--- src/rtl/serial_tx_pkg.sv ---
package serial_tx_pkg;

  localparam int LC_BREAK   = 0;
  localparam int LC_PAR_EN  = 1;
  localparam int LC_PAR_EVN = 2;
  localparam int LC_STOP2   = 3;
  localparam int LC_FIFO_EN = 4;
  localparam int LC_LEN_LO  = 5;
  localparam int LC_LEN_HI  = 6;

  localparam int FL_CTS   = 0;
  localparam int FL_BUSY  = 3;
  localparam int FL_FULL  = 5;
  localparam int FL_EMPTY = 7;

  typedef enum logic [2:0] {
    ST_IDLE,
    ST_START,
    ST_DATA,
    ST_PARITY,
    ST_STOP
  } txState_t;

  typedef struct packed {
    logic load;
    logic nextData;
    logic sendParity;
    logic sendStop;
    logic goIdle;
  } txStrobe_t;

endpackage

--- src/rtl/serial_tx_baud.sv ---
module serial_tx_baud #(
  parameter int INC_W = 16
) (
  input  logic             clk,
  input  logic             rstN,
  input  logic             enable,
  input  logic [INC_W-1:0] incr,
  output logic             tick
);
  logic [INC_W-1:0] acc;
  logic [INC_W:0]   sum;

  assign sum = {1'b0, acc} + {1'b0, incr};

  always_ff @(posedge clk) begin
    if (!rstN || !enable) begin
      acc  <= '0;
      tick <= 1'b0;
    end else begin
      acc  <= sum[INC_W-1:0];
      tick <= sum[INC_W];
    end
  end
endmodule

--- src/rtl/serial_tx_fifo.sv ---
module serial_tx_fifo #(
  parameter int DEPTH  = 16,
  parameter int DATA_W = 8
) (
  input  logic              clk,
  input  logic              rstN,
  input  logic              push,
  input  logic [DATA_W-1:0] pushData,
  input  logic              pop,
  input  logic              single,
  output logic [DATA_W-1:0] popData,
  output logic              full,
  output logic              empty
);
  localparam int AW = (DEPTH > 1) ? $clog2(DEPTH) : 1;
  localparam int CW = $clog2(DEPTH + 1);

  logic [DATA_W-1:0] mem [DEPTH];
  logic [AW-1:0]     wrPtr, rdPtr;
  logic [CW-1:0]     count;
  logic              accept, take;

  function automatic logic [AW-1:0] bump(input logic [AW-1:0] p);
    return (p == AW'(DEPTH - 1)) ? '0 : p + 1'b1;
  endfunction

  assign empty   = (count == '0);
  assign full    = single ? (count != '0) : (count == CW'(DEPTH));
  assign accept  = push && !full;
  assign take    = pop && !empty;
  assign popData = mem[rdPtr];

  always_ff @(posedge clk) begin
    if (accept) mem[wrPtr] <= pushData;
  end

  always_ff @(posedge clk) begin
    if (!rstN) begin
      wrPtr <= '0;
      rdPtr <= '0;
      count <= '0;
    end else begin
      if (accept) wrPtr <= bump(wrPtr);
      if (take)   rdPtr <= bump(rdPtr);
      case ({accept, take})
        2'b10:   count <= count + 1'b1;
        2'b01:   count <= count - 1'b1;
        default: count <= count;
      endcase
    end
  end
endmodule

--- src/rtl/serial_tx_ctrl.sv ---
module serial_tx_ctrl
  import serial_tx_pkg::*;
#(
  parameter int OVS = 16
) (
  input  logic       clk,
  input  logic       rstN,
  input  logic       uartEn,
  input  logic       tick,
  input  logic       fifoEmpty,
  input  logic [7:0] lineCtl,
  input  logic       autoFlow,
  input  logic       ctsIn,
  output txStrobe_t  strobe,
  output logic       busy
);
  localparam int TW = (OVS > 1) ? $clog2(OVS) : 1;

  txState_t      state, stateN;
  logic [TW-1:0] tickCnt;
  logic [2:0]    bitIdx;
  logic          stopIdx;
  logic [1:0]    lenQ;
  logic          parEnQ, twoStopQ;
  logic          bitEnd, lastData;

  assign bitEnd   = tick && (tickCnt == TW'(OVS - 1));
  assign lastData = (bitIdx == (3'(lenQ) + 3'd4));
  assign busy     = (state != ST_IDLE);

  always_comb begin
    stateN = state;
    strobe = '0;
    if (!uartEn) begin
      stateN        = ST_IDLE;
      strobe.goIdle = 1'b1;
    end else begin
      case (state)
        ST_IDLE: begin
          if (!fifoEmpty && (!autoFlow || ctsIn)) begin
            strobe.load = 1'b1;
            stateN      = ST_START;
          end
        end
        ST_START: begin
          if (bitEnd) begin
            strobe.nextData = 1'b1;
            stateN          = ST_DATA;
          end
        end
        ST_DATA: begin
          if (bitEnd) begin
            if (!lastData) begin
              strobe.nextData = 1'b1;
            end else if (parEnQ) begin
              strobe.sendParity = 1'b1;
              stateN            = ST_PARITY;
            end else begin
              strobe.sendStop = 1'b1;
              stateN          = ST_STOP;
            end
          end
        end
        ST_PARITY: begin
          if (bitEnd) begin
            strobe.sendStop = 1'b1;
            stateN          = ST_STOP;
          end
        end
        ST_STOP: begin
          if (bitEnd && (!twoStopQ || stopIdx)) stateN = ST_IDLE;
        end
        default: stateN = ST_IDLE;
      endcase
    end
  end

  always_ff @(posedge clk) begin
    if (!rstN) begin
      state    <= ST_IDLE;
      tickCnt  <= '0;
      bitIdx   <= '0;
      stopIdx  <= 1'b0;
      lenQ     <= 2'b11;
      parEnQ   <= 1'b0;
      twoStopQ <= 1'b0;
    end else begin
      state <= stateN;
      if (strobe.load || !uartEn) tickCnt <= '0;
      else if (tick) tickCnt <= (tickCnt == TW'(OVS - 1)) ? '0 : tickCnt + 1'b1;
      if (strobe.load) begin
        bitIdx   <= '0;
        lenQ     <= lineCtl[LC_LEN_HI:LC_LEN_LO];
        parEnQ   <= lineCtl[LC_PAR_EN];
        twoStopQ <= lineCtl[LC_STOP2];
      end else if (strobe.nextData && state == ST_DATA) begin
        bitIdx <= bitIdx + 1'b1;
      end
      if (strobe.sendStop) stopIdx <= 1'b0;
      else if (state == ST_STOP && bitEnd) stopIdx <= 1'b1;
    end
  end
endmodule

--- src/rtl/serial_tx_dp.sv ---
module serial_tx_dp
  import serial_tx_pkg::*;
#(
  parameter int DATA_W = 8
) (
  input  logic              clk,
  input  logic              rstN,
  input  txStrobe_t         strobe,
  input  logic [DATA_W-1:0] data,
  input  logic [1:0]        lenCode,
  input  logic              evenPar,
  output logic              txLine
);
  localparam int MIN_BITS = DATA_W - 3;

  logic [DATA_W-1:0] shreg, masked;
  logic              parity, parQ, lineQ;

  always_comb begin
    for (int i = 0; i < DATA_W; i++) begin
      masked[i] = data[i] && (i < (MIN_BITS + int'(lenCode)));
    end
    parity = evenPar ? (^masked) : ~(^masked);
  end

  always_ff @(posedge clk) begin
    if (!rstN) begin
      shreg <= '0;
      parQ  <= 1'b0;
      lineQ <= 1'b1;
    end else if (strobe.goIdle || strobe.sendStop) begin
      lineQ <= 1'b1;
    end else if (strobe.load) begin
      shreg <= masked;
      parQ  <= parity;
      lineQ <= 1'b0;
    end else if (strobe.nextData) begin
      lineQ <= shreg[0];
      shreg <= shreg >> 1;
    end else if (strobe.sendParity) begin
      lineQ <= parQ;
    end
  end

  assign txLine = lineQ;
endmodule

--- src/rtl/serial_tx_top.sv ---
module serial_tx_top
  import serial_tx_pkg::*;
#(
  parameter int FIFO_DEPTH = 16,
  parameter int DATA_W     = 8,
  parameter int INC_W      = 16,
  parameter int OVS        = 16
) (
  input  logic              clk,
  input  logic              rstN,
  input  logic              uartEn,
  input  logic [7:0]        baudHi,
  input  logic [7:0]        baudLo,
  input  logic [7:0]        lineCtl,
  input  logic              txIrqEn,
  input  logic              autoFlow,
  input  logic              ctsIn,
  input  logic              wrValid,
  input  logic [DATA_W-1:0] wrData,
  output logic [7:0]        flags,
  output logic              txIrq,
  output logic              txOut
);
  txStrobe_t         strobe;
  logic              tick, busy, fifoFull, fifoEmpty, lineQ;
  logic [DATA_W-1:0] popData;

  serial_tx_baud #(.INC_W(INC_W)) baud_i (
    .clk(clk), .rstN(rstN), .enable(uartEn),
    .incr(INC_W'({baudHi, baudLo})), .tick(tick)
  );

  serial_tx_fifo #(.DEPTH(FIFO_DEPTH), .DATA_W(DATA_W)) fifo_i (
    .clk(clk), .rstN(rstN), .push(wrValid), .pushData(wrData),
    .pop(strobe.load), .single(!lineCtl[LC_FIFO_EN]),
    .popData(popData), .full(fifoFull), .empty(fifoEmpty)
  );

  serial_tx_ctrl #(.OVS(OVS)) ctrl_i (
    .clk(clk), .rstN(rstN), .uartEn(uartEn), .tick(tick),
    .fifoEmpty(fifoEmpty), .lineCtl(lineCtl), .autoFlow(autoFlow),
    .ctsIn(ctsIn), .strobe(strobe), .busy(busy)
  );

  serial_tx_dp #(.DATA_W(DATA_W)) dp_i (
    .clk(clk), .rstN(rstN), .strobe(strobe), .data(popData),
    .lenCode(lineCtl[LC_LEN_HI:LC_LEN_LO]), .evenPar(lineCtl[LC_PAR_EVN]),
    .txLine(lineQ)
  );

  always_comb begin
    flags           = '0;
    flags[FL_CTS]   = ctsIn;
    flags[FL_BUSY]  = busy;
    flags[FL_FULL]  = fifoFull;
    flags[FL_EMPTY] = fifoEmpty;
  end

  assign txIrq = txIrqEn && fifoEmpty;
  assign txOut = lineQ && !lineCtl[LC_BREAK];
endmodule

--- config.mk ---
export PLATFORM = sky130hd
export DESIGN_NAME = serial_tx_top
export DESIGN_NICKNAME = d
export VERILOG_FILES = /design/src/rtl/serial_tx_pkg.sv /design/src/rtl/serial_tx_baud.sv /design/src/rtl/serial_tx_fifo.sv /design/src/rtl/serial_tx_ctrl.sv /design/src/rtl/serial_tx_dp.sv /design/src/rtl/serial_tx_top.sv
export SDC_FILE = /design/constraint.sdc
export NUM_CORES = 1
export LEC_CHECK = 0
export ABC_AREA = 1
export BUFFER_PORTS_ARGS = -buffer_cell sky130_fd_sc_hd__buf_4
export CAP_MARGIN = 20
export CELL_PAD_IN_SITES_DETAIL_PLACEMENT = 0
export CELL_PAD_IN_SITES_GLOBAL_PLACEMENT = 2
export CORE_MARGIN = 2
export CORE_UTILIZATION = 35
export CTS_BUF_LIST = sky130_fd_sc_hd__clkbuf_8
export DETAILED_ROUTE_END_ITERATION = 16
export PLACE_DENSITY_LB_ADDON = 0.15
export SLEW_MARGIN = 20
export SYNTH_ARGS = -nofsm -noshare
export SYNTH_HDL_FRONTEND = slang
export SYNTH_SLANG_ARGS = --single-unit
--- constraint.sdc ---
create_clock -name clk -period 2.8 [get_ports clk]
set_input_delay 0.28 -clock clk [delete_from_list [all_inputs] [get_ports clk]]
set_output_delay 0.28 -clock clk [all_outputs]
set_load 0.03 [all_outputs]
== Word level (Yosys, flattened, before mapping) ==
Memories as Yosys holds them, arrays and structs flattened. A register that Yosys moved wholly into a read port is not among the register bits.
Cells that the tools add are included.
Storage, ports and cells
  bits of input ports: 39
  memories kept: 1
  bits in writable memories: 128
  flip-flop bits (word level): 55
  word-level logic and storage cells: 134
  output and inout port bits: 10
Cells by class
  order comparisons: 8
  bitwise operators: 3
  $add $sub $neg: 9
  muxes and demuxes: 36
  equality and inequality tests: 17
  reduce and logical (&&, ||, !) cells: 45
Memory list
  fifo_i.mem: depth 16, bits a word 8, read ports 1, clocked after memory_dff 1, write ports 1, line serial_tx_fifo.sv:18  | logic [DATA_W-1:0] mem [DEPTH];
Operator list (number)
  $lt A4 B32 Y1 const A: 4
  $lt A3 B32 Y1 const A: 2
  $lt A2 B32 Y1 const A: 1
  $mux W3: 8
  $mux W4: 6
  $add A16 B16 Y17: 1
  $logic_and A1 B1 Y1: 17
  $mux W8: 2
  $mux W1: 15
  $pmux W3 S5: 1
  $add A4 B1 Y4 const B: 3
  $eq A4 B4 Y1 const B: 3
  $ne A2 B1 Y1 const B: 6
  $pmux W5 S2: 1
  $reduce_or A2 Y1: 4
  $reduce_xor A8 Y1: 1
  $logic_not A1 Y1: 7
  $eq A3 B2 Y1 const B: 2
  $reduce_and A2 Y1: 3
  $reduce_and A6 Y1: 1
  $reduce_bool A3 Y1: 2
  $add A5 B1 Y5 const B: 1
  $eq A5 B5 Y1 const B: 1
  $logic_not A5 Y1: 1
  17 further kinds: 25

== Depth between registers and ports, before layout ==
  depth after elaboration: 9
  mapped depth: 20
  depth with buffers taken out: 19

== Cells and area by module ==
A second synthesis with hierarchy kept.
Unflattened totals
  cell total of the unflattened synthesis: 1042
  area total of the unflattened synthesis: 9323.9 um^2
Modules (own cells, without submodules)
  serial_tx_fifo: area an instance 6262.3 um^2, seq. area each 4184.0 um^2, cells each 559, times used 1
  serial_tx_baud: area an instance 1381.3 um^2, seq. area each 340.3 um^2, cells each 222, times used 1
  serial_tx_ctrl: area an instance 900.9 um^2, seq. area each 300.3 um^2, cells each 133, times used 1
  serial_tx_dp: area an instance 694.4 um^2, seq. area each 200.2 um^2, cells each 114, times used 1
  serial_tx_top: area an instance 85.1 um^2, seq. area each 0.0 um^2, cells each 14, times used 1

== Worst setup path before layout ==
OpenSTA, ideal clock, no wires.
  path type: register to register
  from: register ctrl_i.state[0]
  to: register fifo_i.count[4]
  period minus slack after synthesis: 2683 ps
  setup slack: 117 ps
  required time: 2680 ps
  data arrival time: 2563 ps
  buffers on the path: 1
  cell stages (with the launch flop): 20
  library setup time: 120 ps
  path through: dfxtp_1 -> nor2_2 -> inv_1 -> nor2_2 -> inv_1 -> or2_4 -> nor2_8 -> buf_2 -> ha_1 -> xor2_1 -> ha_1 -> a21o_1 -> nand2_1 -> nand2_1 -> a21oi_1 -> inv_1 -> o21ai_0 -> a21oi_1 -> o21ai_0 -> a21oi_1
Between the ends
  cells in the longest elaborated chain, start to end: 6
  elaborated cells between the ends (all ways): 8
  those cells by class: 2 x eq/ne; 3 x mux; 3 x reduce/logical
RTL lines
  from (decl): line serial_tx_ctrl.sv:19  | txState_t state, stateN;
  from (signal assigned): line serial_tx_ctrl.sv:88  | state <= stateN;
  $logic_not A3 Y1 (*): line serial_tx_ctrl.sv:38  | case (state)
  $mux W1 (*): line serial_tx_ctrl.sv:38
  $mux W4 (*): line serial_tx_ctrl.sv:34  | if (!uartEn) begin
  $logic_and A1 B1 Y1 (*): line serial_tx_fifo.sv:30  | assign take = pop && !empty;
  $eq A2 B1 Y1 or $eq A2 B2 Y1 (tied branches): line serial_tx_fifo.sv:45  | case ({accept, take})
  $pmux W5 S2 or $reduce_bool A2 Y1 (tied branches)
  to (signal assigned): line serial_tx_fifo.sv:46  | 2'b10: count <= count + 1'b1;
  to (signal assigned): line serial_tx_fifo.sv:47  | 2'b01: count <= count - 1'b1;
  to (signal assigned): line serial_tx_fifo.sv:48  | default: count <= count;
  to (decl): line serial_tx_fifo.sv:20  | logic [CW-1:0] count;
Mark *: on every way between the ends. The rest lies on a longest branch, timed or not.
A chain may end at the register's enable or synchronous reset.

== Worst setup path after layout ==
  from: register fifo_i.count[2]
  to: register fifo_i.count[4]
Between the ends
  cells in the longest elaborated chain, start to end: 9
  elaborated cells between the ends (all ways): 18
  those cells by class: 2 x add/sub; 3 x eq/ne; 5 x mux; 8 x reduce/logical
RTL lines
  $logic_not A5 Y1: line serial_tx_fifo.sv:27  | assign empty = (count == '0);
  $logic_not A1 Y1: line serial_tx_fifo.sv:30, serial_tx_ctrl.sv:40
  $logic_and A1 B1 Y1: line serial_tx_ctrl.sv:40  | if (!fifoEmpty && (!autoFlow || ctsIn)) begin
  $mux W1: line serial_tx_ctrl.sv:40
  $mux W1: line serial_tx_ctrl.sv:38
  $mux W4: line serial_tx_ctrl.sv:34
  $logic_and A1 B1 Y1: line serial_tx_fifo.sv:30
  $eq A2 B1 Y1 or $eq A2 B2 Y1 (tied branches): line serial_tx_fifo.sv:45
  $pmux W5 S2 or $reduce_bool A2 Y1 (tied branches)
Several ways; a longest one is shown, not always the timed one.

==> run metrics <==
status=complete, no violations; gr usage total=16.1%; vias=6,286; Tightest Pin Transition=~0.67 ns; Gate Count Post-Synth=947; crit path kind=flip-flop to flip-flop; CTS root buffer=clkbuf_8; clk_lat worst skew=0.47 ns; YS warnings=0; max-cap viol count=0; max frequency=slightly below 400 MHz; cells along the critical path=inv_1, nand3_2, nor2_4, inv_2, o21ai_1, or2_4, nor2_8, ha_1, xor2_1, ha_1, a21o_1, nand2_1, nand2_1, a21oi_1, inv_1, o21ai_2, a21oi_2, o21ai_1, a21oi_1; hpwl dp=approximately 14 mm; critical path endpoint category=flip-flop; Clock transition at path regs=0.11 ns; post-synth design cell area=8690 um^2; PwrDens=776 nW/um^2; final wirelength=20.1 mm; Die Area=between 20,000 and 30,000 um^2; first drt pass iteration count=5; first-pass GRT wire length=32.5 mm; Antenna Violating Nets Remaining=0; # port buffers=between 40 and 50; area share of the largest cell type after synthesis=44.2%; Die Y-Extent=between 150 and 200 um; fin cells=1,346; WL/cell=about 15 um; startpoint types=flip-flop; post-synthesis cell type count=40; synthesized area per cell=9.18 um^2; GP Congestion=around 0.76; post-synthesis sequential area ratio=roughly 58%; top cells by area, synth=edfxtp_1 44%, dfxtp_1 14%, nand2_1 9.1%, nand3_1 4.9%, nor2_1 4.8%; largest net degree at the start of global routing=30; Final Slew Violations=0; Post CTS Setup Buffer Count=0; commonest non-fill, non-tap cell in the layout=nand2_1; CTS Sinks=187; CTS tree=done; Max rail drop VDD=0.250 mV; Pwr Total=7680 uW; HP Class=input port to flip-flop; Tmin final=2.55 ns; leakage dissipation=0.00419 uW; # nets final=1,076; Final Cycle Share=91.0%; drc violations=0; grt total ovfl=0; ANT cells=0; I/O Pins=between 40 and 50; row count=57; crit path DAT=2.90 ns; Die X=162 um; Max Buffers Root-to-Sink=2; Initial Utilization=35.8%; drt first-iter violations=237; Fin. Hold Viols=0; Worst slew margin=approximately 56%; number of vias per cell=4.67; FF+latch count, synth=187; number of global-route vias before repair=6,219; slowest CP cell=dfxtp_1; Max Fanout on Critical Path=3; slowest stage delay, CP=about 0.35 ns; most frequent cells in the layout=210 x nand2_1, 128 x edfxtp_1, 111 x nor2_1; H-tree level count=4; Inst Count DP=1,314; unrepaired setup endpoints after global routing=true; core area=24,300 um^2; area delta synth->final=13.8%; Critical Path RT=3.16 ns; CTS buffer count=17; antenna violations before repair=0; # setup viols final=0; cell taking the most area after synthesis=edfxtp_1; share of cells above drive strength 1=about 13%; Post-Route Skew=0.0157 ns
==> final timing paths <==
path	startpoint	end	slack [ns]	depth (start not counted)
hold / removal	lineCtl[1]	ctrl_i.parEnQ	0.05	3
hold reg to reg	dp_i.shreg[7]	dp_i.shreg[7]	0.47	2
setup / recovery	fifo_i.count[2]	fifo_i.count[4]	0.25	19
setup reg to reg	fifo_i.count[2]	fifo_i.count[4]	0.25	19
==> layer usage <==
metal / global-route usage [%] / vias up / wire (um)
li1: - / 3270 / -
met1: 21.8 / 2913 / 9950
met2: 26.7 / 90 / 9350
met3: 3.29 / 13 / 617
met4: 3.62 / 0 / 195
met5: 0 / - / 0
==> critical path: cells and delay by family (launching register included) <==
kind | cells | cell delay [ns]
AO/OA/AOI/OAI | 7 | 0.72
AND/OR/NAND/NOR | 6 | 0.62
buffers and inverters | 3 | 0.21
XOR/XNOR | 1 | 0.16
adder cells (fa/ha/maj) | 2 | 0.39
flip-flops | 1 | 0.35
==> power breakdown <==
group / total [uW] / internal (uW) / leakage (uW) / switching, uW
clock network: 1840 / 756 / 0.000205 / 1080
registers: 3290 / 3170 / 0.00164 / 119
logic: 2550 / 866 / 0.00235 / 1680
total: 7680 / 4790 / 0.00419 / 2880
==> state kept, by name (all words and copies together) (netlist names), 4 cells and up, named ones only <==
signal and cells:
fifo_i.mem 128, baud_i.acc 16, dp_i.shreg 8, fifo_i.count 5, ctrl_i.tickCnt 4, fifo_i.rdPtr 4
fifo_i.wrPtr 4
==> per-stage QoR <==
step                setup slack, ns  hold WS, ns  util, %  setup TNS [ns]  area, um^2
finish                        0.253       0.0482     40.7               0        9900
global route                -0.0457       0.0306     40.7         -0.0457        9900
CTS                           0.149       0.0182     40.6               0        9880
detailed placement            0.192        0.460     39.0               0        9470
global placement              0.190        0.450     39.0               0        9470
floorplan                     0.117        0.379        -               0        8710
==> cell usage after synthesis, drive strengths merged <==
library cell,number
o31ai,1
xnor2,1
nand2,210
nand3,86
a21o,1
a31oi,2
o211ai,9
o21ai,81
inv,106
nor3,5
nor3b,1
nor4,1
edfxtp,128
fa,1
xor2,8
o21a,2
or2,4
nor2,116
a21boi,1
dfxtp,59
buf,33
a21oi,53
nand4,2
o221ai,1
ha,27
o2111ai,1
conb,1
clkbuf,5
mux2i,1
==> area by class of cell <==
type / count / area, um^2
well taps: 324 / 405
repair buffers: 78 / 611
clock inverters: 15 / 173
fillers: 2432 / 14400
inverters: 106 / 398
flip-flops and latches: 187 / 5030
clock buffers: 17 / 234
multi-input cells: 619 / 3050
==> kinds of logic after synthesis <==
| family | synth area share (%) |
|---|---|
| xor gates and xnor gates | 0.907 |
| AOI/OAI and AO/OA | 9.33 |
| buffers and inverters | 7.44 |
| DFF | 57.8 |
| and+or+nand+nor | 20.3 |
| muxes | 0.115 |
| adders and majority gates | 4.12 |
| other | 0.0431 |
==> timing repair <==
action                                  in CTS  in global routing
endpoints found under the setup margin       0                  2
hold buffers                                 0                  0
resized for setup                            0                  7
No activity file was read; power rests on OpenSTA's default activity.
